### src/rtl/i2c_regptr_pkg.sv
package i2c_regptr_pkg;
  typedef enum logic [2:0] {
    ST_IDLE,    // no transaction for this slave
    ST_RX,      // shifting in a byte from the master
    ST_RX_END,  // eight bits in, waiting for SCL low to act
    ST_ACK,     // slave holding SDA low for the ninth clock
    ST_TX,      // shifting out a byte to the master
    ST_TX_ACK,  // ninth clock of a read byte, master answers
    ST_IGNORE   // not addressed or read finished: hands off
  } slv_state_t;
endpackage

### src/rtl/i2c_line_sync.sv
module i2c_line_sync #(
  parameter int STAGES = 2
) (
  input  logic clk,
  input  logic rst,
  input  logic scl_i,
  input  logic sda_i,
  output logic scl_s,
  output logic sda_s,
  output logic scl_rise,
  output logic scl_fall,
  output logic start_det,
  output logic stop_det
);
  logic [STAGES-1:0] scl_pipe, sda_pipe;
  logic              scl_q, sda_q;

  always_ff @(posedge clk) begin
    if (rst) begin
      scl_pipe <= '1;
      sda_pipe <= '1;
      scl_q    <= 1'b1;
      sda_q    <= 1'b1;
    end else begin
      scl_pipe <= {scl_pipe[STAGES-2:0], scl_i};
      sda_pipe <= {sda_pipe[STAGES-2:0], sda_i};
      scl_q    <= scl_pipe[STAGES-1];
      sda_q    <= sda_pipe[STAGES-1];
    end
  end

  assign scl_s     = scl_pipe[STAGES-1];
  assign sda_s     = sda_pipe[STAGES-1];
  assign scl_rise  = scl_s & ~scl_q;
  assign scl_fall  = ~scl_s & scl_q;
  assign start_det = scl_s & scl_q & sda_q & ~sda_s;
  assign stop_det  = scl_s & scl_q & ~sda_q & sda_s;
endmodule

### src/rtl/i2c_regfile.sv
module i2c_regfile #(
  parameter int AW = 4,
  parameter int DW = 8
) (
  input  logic          clk,
  input  logic          we,
  input  logic [AW-1:0] waddr,
  input  logic [DW-1:0] wdata,
  input  logic [AW-1:0] raddr,
  output logic [DW-1:0] rdata
);
  localparam int DEPTH = 1 << AW;
  logic [DW-1:0] mem [DEPTH];

  always_ff @(posedge clk) begin
    if (we) mem[waddr] <= wdata;
    rdata <= mem[raddr];
  end
endmodule

### src/rtl/i2c_regptr_slave.sv
module i2c_regptr_slave
  import i2c_regptr_pkg::*;
#(
  parameter logic [6:0] DEV_ADDR    = 7'h51,
  parameter int         REGS        = 16,
  parameter int         SYNC_STAGES = 2
) (
  input  logic clk,
  input  logic rst,
  input  logic scl_i,
  input  logic sda_i,
  output logic sda_oe
);
  localparam int AW = $clog2(REGS);
  localparam int DW = 8;

  logic scl_s, sda_s, scl_rise, scl_fall, start_det, stop_det;

  i2c_line_sync #(.STAGES(SYNC_STAGES)) u_sync (
    .clk(clk), .rst(rst), .scl_i(scl_i), .sda_i(sda_i),
    .scl_s(scl_s), .sda_s(sda_s), .scl_rise(scl_rise), .scl_fall(scl_fall),
    .start_det(start_det), .stop_det(stop_det)
  );

  slv_state_t    state;
  logic [2:0]    bit_cnt;
  logic [DW-1:0] rx_sh, tx_sh;
  logic          is_addr;   // byte being received is the address byte
  logic          ptr_phase; // next write byte loads the pointer
  logic          rd_mode;
  logic          more;      // master asked for another byte
  logic [AW-1:0] ptr;
  logic          ptr_load;
  logic          mem_we;
  logic [AW-1:0] mem_waddr;
  logic [DW-1:0] mem_wdata, rd_data;
  logic          ignoring;

  i2c_regfile #(.AW(AW), .DW(DW)) u_regs (
    .clk(clk), .we(mem_we), .waddr(mem_waddr), .wdata(mem_wdata),
    .raddr(ptr), .rdata(rd_data)
  );

  assign ignoring = (state == ST_IGNORE);

  always_ff @(posedge clk) begin
    if (rst) begin
      state     <= ST_IDLE;
      bit_cnt   <= '0;
      rx_sh     <= '0;
      tx_sh     <= '0;
      is_addr   <= 1'b0;
      ptr_phase <= 1'b0;
      rd_mode   <= 1'b0;
      more      <= 1'b0;
      ptr       <= '0;
      ptr_load  <= 1'b0;
      mem_we    <= 1'b0;
      mem_waddr <= '0;
      mem_wdata <= '0;
      sda_oe    <= 1'b0;
    end else begin
      mem_we   <= 1'b0;
      ptr_load <= 1'b0;
      if (start_det) begin
        state   <= ST_RX;
        bit_cnt <= '0;
        is_addr <= 1'b1;
        sda_oe  <= 1'b0;
      end else if (stop_det) begin
        state  <= ST_IDLE;
        sda_oe <= 1'b0;
      end else begin
        case (state)
          ST_RX: if (scl_rise) begin
            rx_sh   <= {rx_sh[DW-2:0], sda_s};
            bit_cnt <= bit_cnt + 3'd1;
            if (bit_cnt == 3'd7) state <= ST_RX_END;
          end
          ST_RX_END: if (scl_fall) begin
            if (is_addr) begin
              is_addr <= 1'b0;
              if (rx_sh[7:1] == DEV_ADDR) begin
                sda_oe    <= 1'b1;
                rd_mode   <= rx_sh[0];
                ptr_phase <= ~rx_sh[0];
                state     <= ST_ACK;
              end else begin
                state <= ST_IGNORE;
              end
            end else begin
              sda_oe <= 1'b1;
              state  <= ST_ACK;
              if (ptr_phase) begin
                ptr       <= rx_sh[AW-1:0];
                ptr_load  <= 1'b1;
                ptr_phase <= 1'b0;
              end else begin
                mem_we    <= 1'b1;
                mem_waddr <= ptr;
                mem_wdata <= rx_sh;
                ptr       <= ptr + 1'b1;
              end
            end
          end
          ST_ACK: if (scl_fall) begin
            bit_cnt <= '0;
            if (rd_mode) begin
              tx_sh  <= rd_data;
              sda_oe <= ~rd_data[DW-1];
              state  <= ST_TX;
            end else begin
              sda_oe <= 1'b0;
              state  <= ST_RX;
            end
          end
          ST_TX: if (scl_fall) begin
            bit_cnt <= bit_cnt + 3'd1;
            if (bit_cnt == 3'd7) begin
              sda_oe <= 1'b0;
              state  <= ST_TX_ACK;
            end else begin
              tx_sh  <= {tx_sh[DW-2:0], 1'b0};
              sda_oe <= ~tx_sh[DW-2];
            end
          end
          ST_TX_ACK: begin
            if (scl_rise) begin
              ptr  <= ptr + 1'b1;
              more <= ~sda_s;
            end else if (scl_fall) begin
              if (more) begin
                bit_cnt <= '0;
                tx_sh   <= rd_data;
                sda_oe  <= ~rd_data[DW-1];
                state   <= ST_TX;
              end else begin
                state <= ST_IGNORE;
              end
            end
          end
          default: ;
        endcase
      end
    end
  end
endmodule

### config.mk
export PLATFORM = sky130hd
export DESIGN_NAME = i2c_regptr_slave
export DESIGN_NICKNAME = d
export VERILOG_FILES = /design/src/rtl/i2c_regptr_pkg.sv /design/src/rtl/i2c_line_sync.sv /design/src/rtl/i2c_regfile.sv /design/src/rtl/i2c_regptr_slave.sv
export SDC_FILE = /design/constraint.sdc
export NUM_CORES = 1
export LEC_CHECK = 0
export CAP_MARGIN = 20
export CORE_ASPECT_RATIO = 0.9
export CORE_UTILIZATION = 68
export DETAILED_ROUTE_END_ITERATION = 12
export DONT_BUFFER_PORTS = 1
export HOLD_SLACK_MARGIN = 0.12
export PLACE_DENSITY = 0.84
export SLEW_MARGIN = 20
export SYNTH_ARGS = -nofsm -noshare
export SYNTH_HDL_FRONTEND = slang
export SYNTH_SLANG_ARGS = --single-unit
### constraint.sdc
create_clock -name clk -period 5.8 [get_ports clk]
set_input_delay 0.58 -clock clk [delete_from_list [all_inputs] [get_ports clk]]
set_output_delay 0.58 -clock clk [all_outputs]
set_load 0.02 [all_outputs]
==> results.yml <==
yosys:
  yosysTopAreaCell: "edfxtp_1"
  syn_area_um2: 7450
  synthTopCellsByArea: "edfxtp_1 52%, dfxtp_1 15%, mux4_2 12%"
  ys_types: 54
  yosysWarnings: 0
  ys_ff_latch: 185
  synth.net_count: 477
  synth.avg_cell_area_um2: 15.8
  synthCells: 470
  async_flop_share: 0
  ys_dominant_reg_cell: "edfxtp_1"
  synth_edf_count: 128
  synth_top_cell_area_share: 0.516
  seq_area_frac_synth: 0.669
final_layout:
  fin_nets: 470
  design_area_um2: 8040
  seq_area_um2: 4990
  area_delta_synth_final_pct: 7.96
  fillCellCount: 564
  drive_above_1_share: 0.195
  multi_input_area_um2: 2340
  num_antenna_cells: 0
timing:
  fin_skew_ps: 10.8
  finalSetupViolCount: 0
  fmax_ghz: 0.423
  rsz0062_at_grt: "false"
  max_slew_margin: 0.265
  slew_viol_final: 0
  period_minus_slack_ps: 2360
  period_share: 0.408
  tightest_slew_ps: 1100
  tns_ps: 0
  finalHoldViolations: 0
routing:
  firstDrtPassIters: 5
  num_vias: 4130
  wl_per_cell_um: 25.2
  wl_mm: 15.3
  drc: 0
  final_antenna_net_count: 0
  drtIter0Drc: 388
  viasPerCell: 6.83
place:
  port_buffers: 0
  postPlaceCellArea_um2: 7510
  hpwl_mm: 9.12
  routabilityCongestion: 0.917
critical_path:
  path_delay_family: "multiplexers"
  cpMostUsedCell: "mux4_2"
  cp-start-kind: "flip-flop"
  r2r-start: "ptr[0]$_SDFFE_PP0P_"
  startpoint: "ptr[0]$_SDFFE_PP0P_"
  path_cells: "buf_4, mux4_2, mux4_2"
  crit_fanout: 24
  slowest_delay_ps: 630
  crit_buf_inv: 1
  critPathKind: "reg -> reg"
  critPathArrivalTime_ps: 2660
  end_kind: "flip-flop"
  worstPathRequired_ps: 6100
  cp_slowest_cell: "dfxtp_2"
cts:
  htree_levels: 4
  clkSinkCount: 185
  clk_pin_slew_ps: 70
  ctsRootBufferMaster: "clkbuf_16"
  clk_path_buf_depth: 2
  cts_setup_buffers: 0
  cts_tree: "yes"
  hold_buffers: 0
  post_cts_resized: 0
  clk_latency_ps: 430
  cts_buffers: 17
floorplan:
  ios: 5
  coreArea_um2: 10500
  initial_core_util: 0.712
  die_x_um: 112
  fp.dieH_um: 101
  rows: 35
  dieArea_um2: 11400
grt:
  overflow: 0
  grt_pass1_vias: 4065
  grt_pass1_wl_mm: 23.3
  antenna_found_initial: 0
  grt_max_degree: 50
  grt.total_usage: 0.299
run_status:
  status: "finished, final reports clean"
worst_hold_path:
  hold_path_class: "in -> reg"
  min_from: "rst"
pwr:
  peakVddDrop_uv: 239
  leakage_nw: 2.70
  p_per_area_nw_per_um2: 307
flow_run:
  cap_violations: 0
## stage by stage
step	hold WS (ps)	setup slack, ps	instances	util	power, mW
global placement	395	3530	573	0.718	1.44
floorplan	389	3840	470	-	1.44
global route	202	3270	605	0.768	2.53
CTS	203	3400	605	0.768	2.47
detailed placement	394	3420	573	0.718	1.44
finish	231	3440	605	0.768	2.47
## placed cells by master, fill, tap and decap left out, types with 5 or more instances in the layout
master and count:
mux4_2 40, dfxtp_1 56, nand2b_1 7, a211oi_1 5, mux2i_1 25, nor2_1 39
edfxtp_1 128, nand3b_1 7, nand3_1 8, nor2b_1 11, clkbuf_16 17, or2_2 6
o21ai_0 14, mux2_4 6, nand2_1 15, a21oi_1 15
## final timing paths
path                                                       to  slack (ps)  cells past startpoint
worst max-delay path                  u_regs.rdata[5]$_DFF_P_        3440                      3
worst max register to register        u_regs.rdata[5]$_DFF_P_        3440                      3
worst min register to register  u_sync.sda_pipe[1]$_SDFF_PP1_         410                      1
worst min-delay path                     rd_mode$_SDFFE_PP0P_         230                      1
## routing by layer
layer | vias to the layer above | wire, um | GRT usage
met4 | 0 | 558 | 0.185
met1 | 2045 | 5710 | 0.382
met5 | - | 0 | 0
li1 | 1813 | - | -
met3 | 42 | 1510 | 0.0898
met2 | 230 | 7480 | 0.461
## Yosys cell counts, drive strengths merged, types with 3 or more instances
library cell,n
a31oi,3
a211oi,5
mux2i,25
o21ai,14
edfxtp,128
nor3,5
nor2,39
clkbuf,14
nand3,8
buf,14
a21oi,16
mux2,6
nand3b,7
ha,3
o211ai,3
nand2b,7
or2,6
nor2b,11
inv,3
mux4,40
and3,4
nand2,15
or3,4
dfxtp,57
nor3b,3
## cells by family after synthesis
family / count (synthesis) / share of synthesized area
flops: 185 / 0.669
mux: 71 / 0.167
fa+ha+maj: 3 / 0.00504
xor+xnor: 1 / 0.00118
buf+inv: 31 / 0.0195
simple gates: 122 / 0.0890
compound gates: 57 / 0.0494
## final cells by class
class / count / area share
timing repair buffer: 2 / 0.00187
clock inverter: 11 / 0.0107
multi-input combinational: 254 / 0.291
sequential: 185 / 0.620
tap: 129 / 0.0201
inverter: 3 / 0.00140
clock buffer: 21 / 0.0551
## power by group
part,switching [mW],internal [mW],total (mW)
registers,0.00470,1.39,1.40
logic,0.00831,0.00667,0.0150
clock network,0.491,0.560,1.05
total,0.504,1.96,2.47
## flip-flops by register name, summed over array words and instances, names as in the netlist, 2 cells and up
register         cells
bit_cnt              3
mem_waddr            4
mem_wdata            8
ptr                  4
rx_sh                8
state                3
tx_sh                7
u_regs.mem         128
u_regs.rdata         8
u_sync.scl_pipe      2
u_sync.sda_pipe      2
(Power assumes the default switching activity.)
